===== config.mk =====
export PLATFORM = sky130hd
export DESIGN_NAME = scl_rate_gen
export DESIGN_NICKNAME = d
export VERILOG_FILES = /design/src/rtl/scl_rate_pkg.sv /design/src/rtl/scl_prescaler.sv /design/src/rtl/scl_phase_counter.sv /design/src/rtl/scl_rate_gen.sv
export SDC_FILE = /design/constraint.sdc
export NUM_CORES = 1
export LEC_CHECK = 0
export ABC_CLOCK_PERIOD_IN_PS = 1600
export BUFFER_PORTS_ARGS = -buffer_cell sky130_fd_sc_hd__buf_2
export CORE_MARGIN = 2
export CORE_UTILIZATION = 57
export DETAILED_ROUTE_END_ITERATION = 7
export GPL_TIMING_DRIVEN = 0
export HOLD_SLACK_MARGIN = 0.12
export PLACE_DENSITY = 0.77
export SKIP_LAST_GASP = 1
export SYNTH_ARGS = -nofsm -noshare
export SYNTH_HDL_FRONTEND = slang
export SYNTH_HIERARCHICAL = 1
export SYNTH_SLANG_ARGS = --single-unit

===== constraint.sdc =====
create_clock -name clk -period 1.6 [get_ports clk]
set_clock_uncertainty 0.1 [all_clocks]
set_input_delay 0.08 -clock clk [delete_from_list [all_inputs] [get_ports clk]]
set_output_delay 0.08 -clock clk [all_outputs]
set_load 0.02 [all_outputs]

===== src/rtl/scl_rate_pkg.sv =====
package scl_rate_pkg;
  localparam int STEPS      = 22;
  localparam int HALF_STEPS = 11;
  localparam int MID_LOW    = 5;
  localparam int MID_HIGH   = 16;

  typedef enum logic [1:0] {
    PH_FALL     = 2'd0,
    PH_LOW_MID  = 2'd1,
    PH_RISE     = 2'd2,
    PH_HIGH_MID = 2'd3
  } phase_e;
endpackage


===== src/rtl/scl_prescaler.sv =====
module scl_prescaler #(
  parameter int W = 2
) (
  input  logic         clk,
  input  logic         rst_n,
  input  logic         run,
  input  logic         step,
  input  logic [W-1:0] limit,
  output logic         strobe
);
  logic [W-1:0] cnt_q, cnt_d;

  always_comb begin
    strobe = run && step && (cnt_q == limit);
    cnt_d  = cnt_q;
    if (!run)        cnt_d = '0;
    else if (strobe) cnt_d = '0;
    else if (step)   cnt_d = cnt_q + 1'b1;
  end

  always_ff @(posedge clk or negedge rst_n) begin
    if (!rst_n) cnt_q <= '0;
    else        cnt_q <= cnt_d;
  end

  AST_PRE_RANGE: assert property (@(posedge clk) disable iff (!rst_n)
    cnt_q <= limit);
endmodule


===== src/rtl/scl_phase_counter.sv =====
module scl_phase_counter
  import scl_rate_pkg::*;
(
  input  logic       clk,
  input  logic       rst_n,
  input  logic       en,
  input  logic       step,
  input  logic       scl_in,
  output logic       go,
  output logic       wrap,
  output logic       scl_o,
  output logic       tick_o,
  output logic [1:0] phase_o,
  output logic       stretch_o
);
  localparam int CW = $clog2(STEPS);
  localparam logic [CW-1:0] LAST  = CW'(STEPS - 1);
  localparam logic [CW-1:0] HALF  = CW'(HALF_STEPS);
  localparam logic [CW-1:0] QLOW  = CW'(MID_LOW);
  localparam logic [CW-1:0] QHIGH = CW'(MID_HIGH);

  logic [CW-1:0] cnt_q, cnt_d;
  logic          run_q, tick_q, tick_d;
  phase_e        phase_q, phase_d;
  logic          hold, adv;

  always_comb begin
    go      = en && run_q;
    hold    = run_q && (cnt_q >= HALF) && !scl_in;
    adv     = go && step && !hold;
    wrap    = adv && (cnt_q == LAST);
    cnt_d   = cnt_q;
    tick_d  = 1'b0;
    phase_d = phase_q;
    if (!en) begin
      cnt_d   = '0;
      phase_d = PH_FALL;
    end else if (!run_q) begin
      cnt_d   = '0;
      tick_d  = 1'b1;
      phase_d = PH_FALL;
    end else if (adv) begin
      cnt_d = wrap ? '0 : cnt_q + 1'b1;
      if (cnt_d == '0) begin
        tick_d = 1'b1; phase_d = PH_FALL;
      end else if (cnt_d == QLOW) begin
        tick_d = 1'b1; phase_d = PH_LOW_MID;
      end else if (cnt_d == HALF) begin
        tick_d = 1'b1; phase_d = PH_RISE;
      end else if (cnt_d == QHIGH) begin
        tick_d = 1'b1; phase_d = PH_HIGH_MID;
      end
    end
  end

  always_ff @(posedge clk or negedge rst_n) begin
    if (!rst_n) begin
      cnt_q   <= '0;
      run_q   <= 1'b0;
      tick_q  <= 1'b0;
      phase_q <= PH_FALL;
    end else begin
      cnt_q   <= cnt_d;
      run_q   <= en;
      tick_q  <= tick_d;
      phase_q <= phase_d;
    end
  end

  assign scl_o     = run_q ? (cnt_q >= HALF) : 1'b1;
  assign tick_o    = tick_q;
  assign phase_o   = phase_q;
  assign stretch_o = hold;

  AST_CNT_RANGE: assert property (@(posedge clk) disable iff (!rst_n)
    cnt_q <= LAST);
  AST_STRETCH_HOLD: assert property (@(posedge clk) disable iff (!rst_n)
    (stretch_o && en) |=> ($stable(cnt_q) && scl_o && !tick_o));
  AST_PARK_HIGH: assert property (@(posedge clk) disable iff (!rst_n)
    !en |=> (scl_o && !tick_o && !stretch_o));
  AST_TICK_RISE: assert property (@(posedge clk) disable iff (!rst_n)
    ($rose(scl_o) && $past(en)) |-> (tick_o && phase_o == 2'd2));
  AST_TICK_FALL: assert property (@(posedge clk) disable iff (!rst_n)
    $fell(scl_o) |-> (tick_o && phase_o == 2'd0));
endmodule


===== src/rtl/scl_rate_gen.sv =====
module scl_rate_gen #(
  parameter int DIVA_W = 2,
  parameter int DIVB_W = 6
) (
  input  logic                     clk,
  input  logic                     rst_n,
  input  logic                     en,
  input  logic [DIVA_W+DIVB_W-1:0] ctrl_hi,
  input  logic                     scl_in,
  output logic                     scl_o,
  output logic                     tick_o,
  output logic [1:0]               phase_o,
  output logic                     stretch_o
);
  localparam int CFG_W = DIVA_W + DIVB_W;

  logic              rst_meta_q, rst_sync_n;
  logic [DIVA_W-1:0] diva_q;
  logic [DIVB_W-1:0] divb_q;
  logic              load;
  logic              go, wrap, strobe_a, strobe_b;

  always_ff @(posedge clk or negedge rst_n) begin
    if (!rst_n) begin
      rst_meta_q <= 1'b0;
      rst_sync_n <= 1'b0;
    end else begin
      rst_meta_q <= 1'b1;
      rst_sync_n <= rst_meta_q;
    end
  end

  assign load = !en || wrap;

  always_ff @(posedge clk or negedge rst_sync_n) begin
    if (!rst_sync_n) begin
      diva_q <= '0;
      divb_q <= '0;
    end else if (load) begin
      diva_q <= ctrl_hi[CFG_W-1 -: DIVA_W];
      divb_q <= ctrl_hi[DIVB_W-1:0];
    end
  end

  scl_prescaler #(.W(DIVA_W)) u_stage_a (
    .clk(clk), .rst_n(rst_sync_n), .run(go), .step(1'b1),
    .limit(diva_q), .strobe(strobe_a)
  );

  scl_prescaler #(.W(DIVB_W)) u_stage_b (
    .clk(clk), .rst_n(rst_sync_n), .run(go), .step(strobe_a),
    .limit(divb_q), .strobe(strobe_b)
  );

  scl_phase_counter u_phase (
    .clk(clk), .rst_n(rst_sync_n), .en(en), .step(strobe_b),
    .scl_in(scl_in), .go(go), .wrap(wrap), .scl_o(scl_o),
    .tick_o(tick_o), .phase_o(phase_o), .stretch_o(stretch_o)
  );

  AST_RELOAD_BOUNDARY: assert property (@(posedge clk) disable iff (!rst_sync_n)
    (!$stable({diva_q, divb_q}) && $past(en)) |-> (tick_o && phase_o == 2'd0));
endmodule


## Word-level counts from Yosys, hierarchy flattened

Cells that the tools add are included.

- Mux-type cells: 24
- Reductions and logical operators: 15
- Add/subtract/negate cells: 3
- Magnitude comparators: 1
- Eq/ne operators: 9

Operator list:

| kind | number |
|---|---|
| 5-bit two-way mux | 4 |
| 2-bit two-way mux | 9 |
| 6-bit two-way mux | 3 |
| 5-bit equality test (second input constant) | 2 |
| 1-bit logical AND | 9 |
| 1-bit two-way mux | 8 |
| 6-bit by 1-bit adder with 6-bit output (second input constant) | 1 |
| 6-bit equality test | 1 |
| 6-bit inequality test (second input constant) | 1 |
| 5-bit by 1-bit adder with 5-bit output (second input constant) | 1 |
| 5-bit by 3-bit equality test with 1-bit output (second input constant) | 1 |
| 5-bit by 4-bit equality test with 1-bit output (second input constant) | 1 |
| 5-bit by 4-bit >= comparator with 1-bit output (second input constant) | 1 |
| 5-bit logical NOT | 1 |
| 1-bit logical NOT | 3 |
| 3-bit by 1-bit inequality test with 1-bit output (second input constant) | 1 |
| 3-bit inequality test (second input constant) | 1 |
| 2-bit by 1-bit adder with 2-bit output (second input constant) | 1 |
| 2-bit equality test | 1 |
| 2-bit AND reduction | 1 |
| 1-bit logical OR | 1 |

- Flip-flop bits (word level): 27
- Logic and storage cells: 62
- Output and inout bits: 5
- Input port bits: 12

## Depth between registers and ports, before layout

Gate-level depths: netlist of the first run.

- Depth after elaboration: 16
- Mapped depth: 11
- Depth with buffers taken out: 10

## Cells and area by module

The synthesis of the first run kept the hierarchy.

Modules (own cells, without submodules):

| module | sequential area each (um^2) | instances | cells an instance | area an instance (um^2) |
|---|---|---|---|---|
| scl_phase_counter | 225.2 | 1 | 74 | 738.2 |
| scl_rate_gen | 250.2 | 1 | 21 | 399.1 |
| scl_prescaler at u_stage_b | 150.1 | 1 | 35 | 389.1 |
| scl_prescaler at u_stage_a | 50.0 | 1 | 14 | 135.1 |

## Worst setup path before layout of the first run

OpenSTA, ideal clock, no wires.

- Path type: flip-flop to flip-flop
- Start point: register u_phase.run_q
- End point: register diva_q[0]
- Path buffers: 2
- Path slack: -737 ps
- Arrival: 2112 ps
- Library setup time: 125 ps
- Cell stages (with the launch flop): 12
- Clock period less this slack: 2337 ps
- Required time: 1375 ps
- Cell sequence: dfrtp_1 > and2_1 > buf_2 > nand2_1 > nor3_1 > nand2_1 > nor2_1 > nand4_1 > nor2_1 > nand2b_4 > buf_6 > mux2_4

- Word-level cells in the longest chain between the ends: 8
- Elaborated cells on any way between the ends: 11
- Classes of those cells: 11 x reduce/logical

Ends and longest elaborated chain:

| what | RTL line | text |
|---|---|---|
| from (decl) | scl_phase_counter.sv:23 | `logic run_q, tick_q, tick_d;` |
| from (signal assigned) | scl_phase_counter.sv:64 | `run_q <= en;` |
| 1-bit logical AND | scl_phase_counter.sv:28 | `go = en && run_q;` |
| via go | scl_rate_gen.sv:21 | `logic go, wrap, strobe_a, strobe_b;` |
| 1-bit logical AND | scl_prescaler.sv:14 | `strobe = run && step && (cnt_q == limit);` |
| via strobe_a | scl_rate_gen.sv:21 |  |
| 1-bit logical AND (2 in a row) | scl_prescaler.sv:14 |  |
| via strobe_b | scl_rate_gen.sv:21 |  |
| 1-bit logical AND (2 in a row) | scl_phase_counter.sv:30 | `adv = go && step && !hold;` |
| 1-bit logical AND | scl_phase_counter.sv:31 | `wrap = adv && (cnt_q == LAST);` |
| via wrap | scl_rate_gen.sv:21 |  |
| 1-bit logical OR | scl_rate_gen.sv:33 | `assign load = !en \|\| wrap;` |
| to (signal assigned) | scl_rate_gen.sv:40 | `diva_q <= ctrl_hi[CFG_W-1 -: DIVA_W];` |
| to (decl) | scl_rate_gen.sv:18 | `logic [DIVA_W-1:0] diva_q;` |

The timed path passes the listed nets, and every way through them passes these cells.
A chain may end at the register's enable or synchronous reset.

## Final worst setup path of the first run

- Start point: register u_stage_b.cnt_q[2]
- End point: register divb_q[2]

- Word-level cells in the longest chain between the ends: 6

Ends and longest elaborated chain:

| what | RTL line | text |
|---|---|---|
| from (decl) | scl_prescaler.sv:11 | `logic [W-1:0] cnt_q, cnt_d;` |
| from (signal assigned) | scl_prescaler.sv:23 | `else cnt_q <= cnt_d;` |
| 6-bit equality test | scl_prescaler.sv:14 |  |
| 1-bit logical AND | scl_prescaler.sv:14 |  |
| via strobe_b | scl_rate_gen.sv:21 |  |
| 1-bit logical AND (2 in a row) | scl_phase_counter.sv:30 |  |
| 1-bit logical AND | scl_phase_counter.sv:31 |  |
| via wrap | scl_rate_gen.sv:21 |  |
| 1-bit logical OR | scl_rate_gen.sv:33 |  |
| to (signal assigned) | scl_rate_gen.sv:41 | `divb_q <= ctrl_hi[DIVB_W-1:0];` |
| to (decl) | scl_rate_gen.sv:19 | `logic [DIVB_W-1:0] divb_q;` |

The timed path passes the listed nets, and every way through them passes these cells.

==> results of run 1 <==
[area by class of cell]
cell class                      instances  area share
Multi-Input combinational cell        110      0.4386
Sequential cell                        27      0.3041
Timing Repair Buffer                   54      0.1981
Buffer                                  5     0.02344
Tap cell                               31     0.01730
Clock buffer                            3     0.01004
Inverter                                3    0.005022
Clock inverter                          1    0.003348
[worst min-delay path, stage by stage]
cell and delay (ps):
buf_2 140, nand2b_4 170, mux2_4 170
[power groups by stage]
stage                     Clock (mW)  Combinational (mW)  Sequential, mW
after floorplan                    0              0.0907           0.751
after global placement             0               0.117           0.759
after detailed placement           0               0.123           0.761
after CTS                      0.329               0.161           0.747
after global routing           0.352               0.183           0.754
final                          0.320               0.171           0.747
[state kept, by name, indices dropped and copies added, names as in the netlist]
name and count:
divb_q 6, u_stage_b/cnt_q 6, u_phase/cnt_q 5, diva_q 2, u_phase/phase_o 2, u_stage_a/cnt_q 2
rst_meta_q 1, rst_sync_n 1, u_phase/run_q 1, u_phase/tick_o 1
[cells in the mapped netlist (3+ instances only)]
cell type  number  area, um2
a32o_1          4      40.04
nand4_1         3      18.77
mux2_4          8      120.1
buf_6           5      56.30
xor2_1          9      78.83
and3_1          3      18.77
o211ai_1        4      30.03
nand3b_1        3      22.52
nand2_1         6      22.52
and2_1          3      18.77
nand2b_1        3      18.77
ha_1            3      37.54
dfrtp_1        27      675.7
nand3_1         8      40.04
nor2_1          4      15.01
xnor2_1         6      52.55
[per-layer routing]
metal	up-vias	part of all wire	wire (um)	GRT usage
li1	649	-	-	-
met1	671	0.45	1839	0.3338
met2	43	0.50	2022	0.3994
met3	10	0.029	118	0.02679
met4	0	0.017	68	0.08970
met5	-	0	0	0
[worst max-delay path by stage]
stage / endpoint / slack [ps]
global placement: diva_q[1] / -760
detailed placement: divb_q[2] / -800
CTS: divb_q[2] / -580
finish: divb_q[2] / -630
global route: divb_q[2] / -720
floorplan: diva_q[0] / -580
[per-stage QoR]
stage	instance area [um2]	setup TNS (ps)	total power, mW	cells	util
6_report	2242	-13390	1.239	234	0.8131
3_3_place_gp	1836	-10160	0.8764	195	0.6656
5_1_grt	2242	-15240	1.288	234	0.8131
2_1_floorplan	1717	-7270	0.8419	148	-
3_5_place_dp	1836	-11050	0.8846	195	0.6656
4_1_cts	2142	-11960	1.237	226	0.7768
[timing repair]
action                                 4_1_cts  5_1_grt
endpoints found under the hold margin       12        0
gates resized for setup                     18       10
pin swaps                                   11        7
setup endpoints to repair                   24       24
cloned                                       0        1
setup buffers                               19        7
hold buffers                                11        0
[logic make-up after synthesis]
family / share of synthesized area
compound gates: 0.1574
xor+xnor: 0.07907
fa+ha+maj: 0.02259
buf+inv: 0.05120
flops: 0.4066
mux: 0.07832
other cells: 0.002257
simple gates: 0.2026
==> summary.txt, run 1 <==
Outcome
  – Status: complete, but fails checks
  – Failing checks: negative setup slack

Floorplanning
  – Starting density of the core: 0.6025
  – Core Rows: 19
  – DIE HEIGHT: 57.99 um
  – DIE AREA: 0.003363 mm2
  – Die W: 57.99 um
  – Core Box Area: 0.002758 mm2
  – Top-Level Pins: 17

Logic synthesis
  – Unique cell type count in the Yosys netlist: 53
  – Synth Register Bits: 27
  – Syn_area_per_cell: 11.54 um2
  – Synth warnings: 6
  – Post-synthesis cell count: 144
  – Sequential share of the synthesized area: 0.4066
  – Post-synthesis async set-or-reset flop share: 1.000
  – Post-synth EDFFs: 0
  – Mapped Area: 0.001662 mm2
  – Main synth FF type: dfrtp_1

Critical path
  – Worst R2R Start: u_stage_b/cnt_q[2]
  – Critical Path End Type: register
  – CP peak stage delay: 450 ps
  – R2r endpoint: divb_q[2]
  – Crit Path Class: register to register
  – Critical Path Start: u_stage_b/cnt_q[2]
  – Slowest stage cell, crit path: dfrtp_2
  – CP required: 1750 ps
  – CP Depth: 8
  – Depth of the most critical reg-to-reg path: 8
  – WP data arrival: 2380 ps
  – Crit-path max FO: 8
  – Cell Chain, Critical Path: xor2_1, nor4_2, nand3_2, nor2_4, nand4_1, nor2_1, nand2b_4, mux2_4
  – Worst reg2reg setup slack: -630 ps
  – Worst setup SP type: register
  – Bufs and invs on worst path: 0
  – CP delay by family, top: simple AND/OR/NAND/NOR gates

Cells and area
  – # fillers: 158
  – Final nets: 219
  – # diodes: 0
  – Most frequent cells in the layout: dfrtp_1, buf_4, buf_6, buf_2, dlygate4sd3_1
  – Area delta synth->final: 34.94%
  – Multi-input gate area: 983.4 um2
  – Share of post-route cells with drive strength above 1: 0.4335
  – Register area: 681.9 um2
  – Commonest non-fill, non-tap cell in the layout: dfrtp_1

Place
  – Buffers on Ports: 16
  – Dpl hpwl: 2.275 mm
  – Placement Setup Slack: -803.7 ps
  – Placer Congestion: 0.8747

Min path
  – HP Start: en
  – Hold EP: divb_q[3]
  – HP Class: primary input to register
  – Hold Crit Depth: 3

STA
  – Max Fclk: 448.4 MHz
  – Least-Margin Pin Slew: 1023 ps
  – Min Tclk post-route: 2230 ps
  – Final hold slack: 146.7 ps
  – Final WS setup: -630.2 ps
  – Slew HR: 0.3181
  – Max Slew Vio Count: 0
  – Final worst path period share: 1.394
  – Final Hold Fails: 0
  – Final setup vio count: 24
  – RSZ-0062 raised after global routing: yes

Route
  – Post-Route WL: 4.049 mm
  – Vias/cell: 5.868
  – Antenna viol nets, final: 0
  – Pre-Repair DR Iteration Count: 4
  – DRT iter0 DRCs: 32
  – Routed via count: 1373
  – DRC viols: 0
  – Routed length per placed instance: 17.30 um

CTS
  – CTS tree: yes
  – CTS root buffer: clkbuf_4
  – Clock net sink count: 27
  – H-tree Lvls: 1
  – CTS buffer count: 3
  – Clock transition at path regs: 170 ps
  – Clock tree buffer depth: 2
  – Worst-skew pair later-pin latency: 340 ps

GRT
  – First-pass GRT wire length: 6.299 mm
  – Largest net degree at the start of global routing: 26
  – Total gr overflow: 0
  – Vias in the first global route: 1360
  – Initial antenna violation count: 0
  – Total global-route track usage: 0.2431

Power
  – Combinational share of power: 0.138
  – Sequential share of power: 0.603
  – Power density over the cells: 552.4 mW/mm2
  – Clock network power share: 0.258
  – Worst VDD drop: 671.5 uV
  – Switch Pwr: 0.3317 mW
  – Power Internal: 0.9069 mW
  – Switching part of the total: 0.2678
  – Leak: 1.035 nW

Job
  – Max Cap Violations: 0
Power figures use the tool's default switching activity.
==> run 2: changes to the inputs <==
Settings changed: ABC_AREA set to 1, PLACE_DENSITY 0.77 to 0.75.
==> run 2 against run 1 <==
  * The flow still finishes with violations (negative setup slack)
  * Sequential power about the same
  * Non-clock buffer count unchanged
  * Cell area increased by 0.78%
  * Register-to-register slack improved by 290 ps
  * Final cell count increased by 35%
  * Largest cell class unchanged
==> summary.txt, run 2 <==
Critical path
  – CP required: 1730 ps (-20 ps)
  – Depth of the most critical reg-to-reg path: 13 (+5)
  – Worst setup SP type: register
  – Crit Path Class: register to register
  – Critical Path End Type: register
  – Most used cell, CP: nand2_1
  – Cell Chain, Critical Path: nand2_1, nand2_1, nor2_2, nand3_2, nor2_1, inv_1, nor2_4, nand3_4, nand2_2, nand2_1, and3_1, nand2_1, nand2_1
  – WP data arrival: 2070 ps (-310 ps)
  – Slowest stage cell, crit path: dfrtp_2
  – Crit-path max FO: 6 (-2)
  – CP peak stage delay: 480 ps (+30 ps)

CTS
  – Worst-skew pair later-pin latency: 320 ps (-20 ps)
  – Clock net sink count: 27 (unchanged)
  – Clock tree buffer depth: 2 (unchanged)
  – H-tree Lvls: 1 (unchanged)
  – CTS tree: yes
  – Clock transition at path regs: 150 ps (-20 ps)
  – CTS root buffer: clkbuf_4
  – CTS buffer count: 3 (unchanged)

Floorplanning
  – DIE AREA: 0.003304 mm2 (-1.8%)
  – Core Rows: 19 (unchanged)
  – Top-Level Pins: 17 (unchanged)
  – Starting density of the core: 0.5963 (-0.006202)
  – Die W: 57.48 um (-0.88%)
  – DIE HEIGHT: 57.48 um (-0.88%)
  – Core Box Area: 0.002734 mm2 (-0.86%)

STA
  – Slew HR: 0.2977 (-0.02035)
  – Final worst path period share: 1.214 (-0.1799)
  – Final WS setup: -342.4 ps (+287.8 ps)
  – Min Tclk post-route: 1942 ps (-287.8 ps)
  – Final hold slack: 176.3 ps (+29.58 ps)
  – Final setup vio count: 17 (-29%)
  – Final Hold Fails: 0 (unchanged)
  – Max Fclk: 514.8 MHz (+15%)
  – Max Slew Vio Count: 0 (unchanged)
  – RSZ-0062 raised after global routing: yes
  – Least-Margin Pin Slew: 1053 ps (+30.53 ps)
  – Setup TNS: -5056 ps (+8338 ps)

Route
  – DRT iter0 DRCs: 100 (+210%)
  – Post-Route WL: 3.923 mm (-3.1%)
  – Routed via count: 1625 (+18%)
  – DRC viols: 0 (unchanged)
  – Antenna viol nets, final: 0 (unchanged)
  – Pre-Repair DR Iteration Count: 4 (unchanged)
  – Routed length per placed instance: 12.38 um (-28%)
  – Vias/cell: 5.126 (-13%)

Cells and area
  – Most frequent cells in the layout: nand2_1, nand3_1, buf_4, dfrtp_1, inv_1
  – Leading registers by flop count: divb_q x6, u_stage_b/cnt_q x6, u_phase/cnt_q x5
  – Multi-input gate area: 923.4 um2 (-6.1%)
  – Area delta synth->final: 38.60%
  – # diodes: 0 (unchanged)
  – Share of post-route cells with drive strength above 1: 0.3601 (-0.07336)
  – Commonest non-fill, non-tap cell in the layout: nand2_1
  – Final Core Density: 0.8265 (+0.01348)
  – # fillers: 161 (+1.9%)
  – Register area: 683.2 um2 (+0.18%)
  – Final nets: 302 (+38%)

Power
  – Power density over the cells: 551.3 mW/mm2 (-0.20%)
  – Worst VDD drop: 657.5 uV (-2.1%)
  – Leak: 1.229 nW (+19%)

Logic synthesis
  – Synth warnings: 6 (unchanged)
  – Post-synthesis cell count: 223 (+55%)
  – Post-synthesis async set-or-reset flop share: 1.000 (unchanged)
  – Main synth FF type: dfrtp_1
  – Yosys top cell area share: 0.4144 (+0.007802)
  – Synth Register Bits: 27 (unchanged)
  – Most instantiated cells after synthesis: nand2_1, nand3_1, dfrtp_1
  – Mapped Area: 0.001630 mm2 (-1.9%)
  – Post-synth EDFFs: 0 (unchanged)
  – Unique cell type count in the Yosys netlist: 27 (-49%)
  – Syn_area_per_cell: 7.311 um2 (-37%)
  – Most frequent cell after synthesis: nand2_1
  – Synth top area cells: dfrtp_1, nand2_1, nand3_1, inv_1, nor2_1
  – Sequential share of the synthesized area: 0.4144 (+0.007802)
  – Post-synth top area cell: dfrtp_1

Min path
  – Hold Crit Depth: 7 (+4)
  – HP Class: primary input to register

Place
  – Dpl hpwl: 2.192 mm (-3.7%)
  – Buffers on Ports: 16 (unchanged)
  – Placer Congestion: 0.8490 (-2.9%)

Job
  – Max Cap Violations: 0 (unchanged)

Outcome
  – Failing checks: negative setup slack
  – Status: complete, but fails checks

GRT
  – Initial antenna violation count: 0 (unchanged)
  – Total global-route track usage: 0.2439 (+0.0007963)
  – Largest net degree at the start of global routing: 26 (unchanged)
  – Vias in the first global route: 1510 (+11%)
  – Total gr overflow: 0 (unchanged)
  – First-pass GRT wire length: 6.306 mm (+0.11%)
-- run 2: final timing paths --
path | startpoint | to | slack, ps
worst max-delay path | u_stage_b/cnt_q[2] | u_phase/phase_o[0] | -340
max in group asynchronous | rst_sync_n | u_phase/cnt_q[1] | 350
worst min-delay path | en | u_stage_a/cnt_q[0] | 180
worst min register to register | rst_meta_q | rst_sync_n | 270
worst max register to register | u_stage_b/cnt_q[2] | u_phase/phase_o[0] | -340
min in group asynchronous | rst_sync_n | u_phase/tick_o | 340
-- run 2: through the flow --
stage | setup WS (ps) | power [mW] | area (um2) | std cells
floorplan | -209.2 | 0.8417 | 1662 | 226
global placement | -426.2 | 0.8811 | 1780 | 273
detailed placement | -430.7 | 0.8838 | 1780 | 273
CTS | -334.7 | 1.226 | 2090 | 307
global route | -462.9 | 1.308 | 2260 | 317
finish | -342.4 | 1.246 | 2260 | 317
-- run 2: what timing repair did --
item / in CTS / in global routing
buffers inserted: 19 / 15
setup endpoints to repair: 18 / 24
hold buffers: 12 / 0
pin swaps: 8 / 13
gates resized for setup: 10 / 27
endpoints found under the hold margin: 13 / 0
-- run 2: power breakdown --
part           internal [mW]  total (mW)  switching (mW)
clock                 0.0977       0.298           0.201
sequential             0.709       0.744          0.0349
combinational          0.103       0.204           0.100
-- run 2: routing by layer --
metal  global-route usage  vias up  share of wire  routed length (um)
li1                     -      821              -                   -
met1               0.3358      760           0.48                1864
met2               0.3945       36           0.47                1837
met3              0.03175        8          0.037                 145
met4              0.08970        0          0.019                  76
met5                    0        -              0                   0
-- run 2: cells by family after synthesis --
family                   Yosys count  share of synthesized area
AO/OA/AOI/OAI                      7                    0.02609
XOR/XNOR                           5                    0.03147
adder cells (fa/ha/maj)            3                    0.02303
buffers and inverters             36                    0.09440
flip-flops                        27                     0.4144
other                              1                   0.002300
AND/OR/NAND/NOR                  144                     0.4083
-- run 2: critical path, delay by kind of cell, from the launching register on --
kind	cells	cell delay (ps)
buffers and inverters	1	80
flip-flops	1	480
AND/OR/NAND/NOR	12	1190
-- run 2: cell type report --
cell class              count  area share
plain buffers               2    0.009967
clock buffers               4     0.01163
inverters                  33     0.05925
multi-input cells         163      0.4086
flip-flops and latches     27      0.3023
well taps                  31     0.01716
repair buffers             57      0.1910
==> run 3: changes to the inputs <==
--- a/config.mk
+++ b/config.mk
@@ -16,3 +16,2 @@
 export PLACE_DENSITY = 0.75
-export SKIP_LAST_GASP = 1
 export SYNTH_ARGS = -nofsm -noshare
--- a/constraint.sdc
+++ b/constraint.sdc
@@ -4,2 +4,2 @@
 set_output_delay 0.08 -clock clk [all_outputs]
-set_load 0.02 [all_outputs]
+set_load 0.005 [all_outputs]
==> run 3 against run 2 <==
  * The run still ends with negative setup slack left
  * Cell area down 3.3%
  * Via count down 1.5%
  * Highest routed layer unchanged
  * Non-clock buffer count down 6
  * Sequential power about the same
  * First-iteration DRC count down 1.0%
  * Core utilization down 2.7 points
  * Critical path depth up 1
  * Routed wire length up 2.0%
  * Clock-buffer cell count unchanged
  * Clock power about the same
  * Sequential share of layout area up 1.0 points
==> summary.txt, run 3 (synthesis gave the netlist of run 2 again) <==
Outcome
  – Status: complete, but fails checks
  – Failing checks: negative setup slack

Min path
  – Hold EP: u_phase/cnt_q[3]
  – Hold Crit Depth: 6 (-1)
  – HP Start: scl_in
  – HP Class: primary input to register

CTS
  – CTS buffer count: 3 (unchanged)
  – Clock net sink count: 27 (unchanged)
  – CTS tree: yes
  – Worst-skew pair later-pin latency: 320 ps (about the same)
  – Clock tree buffer depth: 2 (unchanged)
  – Clock transition at path regs: 150 ps (about the same)
  – H-tree Lvls: 1 (unchanged)
  – CTS root buffer: clkbuf_4

Route
  – Pre-Repair DR Iteration Count: 4 (unchanged)
  – Antenna viol nets, final: 0 (unchanged)
  – Routed via count: 1600 (-1.5%)
  – DRC viols: 0 (unchanged)
  – Routed length per placed instance: 12.87 um (+4.0%)
  – DRT iter0 DRCs: 99 (-1.0%)
  – Post-Route WL: 4.003 mm (+2.0%)
  – Vias/cell: 5.145 (+0.36%)

Critical path
  – Worst reg2reg setup slack: -370 ps (-30 ps)
  – CP required: 1730 ps (about the same)
  – R2r endpoint: u_phase/phase_o[0]
  – Crit-path max FO: 8 (+2)
  – Worst R2R Start: u_stage_b/cnt_q[5]
  – Worst setup SP type: register
  – Critical Path Start: u_stage_b/cnt_q[5]
  – Critical Path End Type: register
  – Depth of the most critical reg-to-reg path: 14 (+1)
  – Crit Path Class: register to register
  – WP data arrival: 2100 ps (+30 ps)

Floorplanning
  – Starting density of the core: 0.5963 (unchanged)
  – DIE AREA: 0.003304 mm2 (unchanged)
  – Core Rows: 19 (unchanged)
  – DIE HEIGHT: 57.48 um (unchanged)
  – Core Box Area: 0.002734 mm2 (unchanged)
  – Die W: 57.48 um (unchanged)
  – Top-Level Pins: 17 (unchanged)

Place
  – Placer Congestion: 0.8490 (unchanged)
  – Area of placed instances: 0.001780 mm2 (unchanged)
  – Buffers on Ports: 16 (unchanged)
  – Dpl hpwl: 2.192 mm (unchanged)

STA
  – Least-Margin Pin Slew: 1033 ps (-20.15 ps)
  – Slew HR: 0.3112 (+0.01343)
  – Final Hold Fails: 0 (unchanged)
  – RSZ-0062 raised after global routing: yes
  – Final hold slack: 216.3 ps (+40.03 ps)
  – Final setup vio count: 17 (unchanged)
  – Setup TNS: -5347 ps (-291.5 ps)
  – Max Slew Vio Count: 0 (unchanged)
  – Final worst path period share: 1.231 (+0.01702)
  – Min Tclk post-route: 1970 ps (+27.23 ps)
  – Final WS setup: -369.7 ps (-27.23 ps)
  – Max Fclk: 507.7 MHz (-1.4%)

Cells and area
  – Area delta synth->final: 34.00%
  – Register area: 683.2 um2 (unchanged)
  – Commonest non-fill, non-tap cell in the layout: nand2_1
  – Share of post-route cells with drive strength above 1: 0.3250 (-0.03514)
  – # diodes: 0 (unchanged)
  – Final nets: 296 (-2.0%)
  – Most frequent cells in the layout: nand2_1, nand3_1, buf_4, dfrtp_1, inv_1
  – Fin area: 0.002185 mm2 (-3.3%)
  – Leading registers by flop count: divb_q x6, u_stage_b/cnt_q x6, u_phase/cnt_q x5
  – # fillers: 181 (+12%)
  – Multi-input gate area: 905.9 um2 (-1.9%)

GRT
  – Total global-route track usage: 0.2406 (-0.003329)
  – Vias in the first global route: 1487 (-1.5%)
  – Initial antenna violation count: 0 (unchanged)
  – Largest net degree at the start of global routing: 26 (unchanged)
  – First-pass GRT wire length: 6.216 mm (-1.4%)
  – Total gr overflow: 0 (unchanged)

Power
  – Power density over the cells: 562.9 mW/mm2 (+2.1%)
  – Worst VDD drop: 541.8 uV (-18%)
  – Leak: 1.176 nW (-4.3%)

Job
  – Max Cap Violations: 0 (unchanged)
-- run 3: repair_timing --
item                                    4_1_cts  5_1_grt
hold buffers                                 12        0
setup buffers                                19        8
resized for setup                            14       14
pin swaps                                    11       10
endpoints found under the setup margin       18       24
endpoints found under the hold margin        13        0
-- run 3: cell type report --
cell class / count / area share
Multi-Input combinational cell: 163 / 0.4147
Sequential cell: 27 / 0.3127
Timing Repair Buffer: 51 / 0.1724
Inverter: 33 / 0.06014
Tap cell: 31 / 0.01775
Clock buffer: 4 / 0.01203
Buffer: 2 / 0.01031
-- run 3: worst max-delay path, cell delays in order (launching register included) --
cell     delay, ps
dfrtp_1        440
inv_1           90
nand2_1         80
nand2_2         80
nor2_4         110
nand3_2         80
nor2_1         120
inv_1           70
nor2_4         110
nand3_4        140
nand2_2        120
nand2_1         80
and3_1         150
nand2_1         60
nand2_1         50
-- run 3: per-stage QoR --
stage / cells / worst slack [ps] / util / power, mW
after floorplan: 226 / -208.9 / - / 0.8365
after global placement: 273 / -426.2 / 0.6513 / 0.8758
after detailed placement: 273 / -430.7 / 0.6513 / 0.8785
after CTS: 307 / -334.7 / 0.7684 / 1.223
after global routing: 311 / -509.2 / 0.7991 / 1.287
final: 311 / -369.7 / 0.7991 / 1.230
-- run 3: worst max path at each step --
stage / end / cells after the start
finish: u_phase/phase_o[0] / 14
floorplan: u_phase/phase_o[0] / 14
global placement: u_phase/phase_o[0] / 15
CTS: u_phase/phase_o[0] / 14
detailed placement: u_phase/phase_o[0] / 15
global route: u_phase/phase_o[0] / 15
-- run 3: per-layer routing --
| layer | global-route usage | vias to the layer above | wire length (um) |
|---|---|---|---|
| met1 | 0.3372 | 730 | 1810 |
| met3 | 0.02948 | 12 | 172 |
| li1 | - | 809 | - |
| met4 | 0.09967 | 0 | 125 |
| met5 | 0 | - | 0 |
| met2 | 0.3782 | 49 | 1894 |
-- run 3: power breakdown --
group	leakage [nW]	total, mW	internal, mW	switching (mW)
combinational	0.818	0.188	0.0945	0.0933
clock	0.0150	0.299	0.0976	0.201
sequential	0.343	0.743	0.709	0.0342
total	1.18	1.23	0.901	0.328
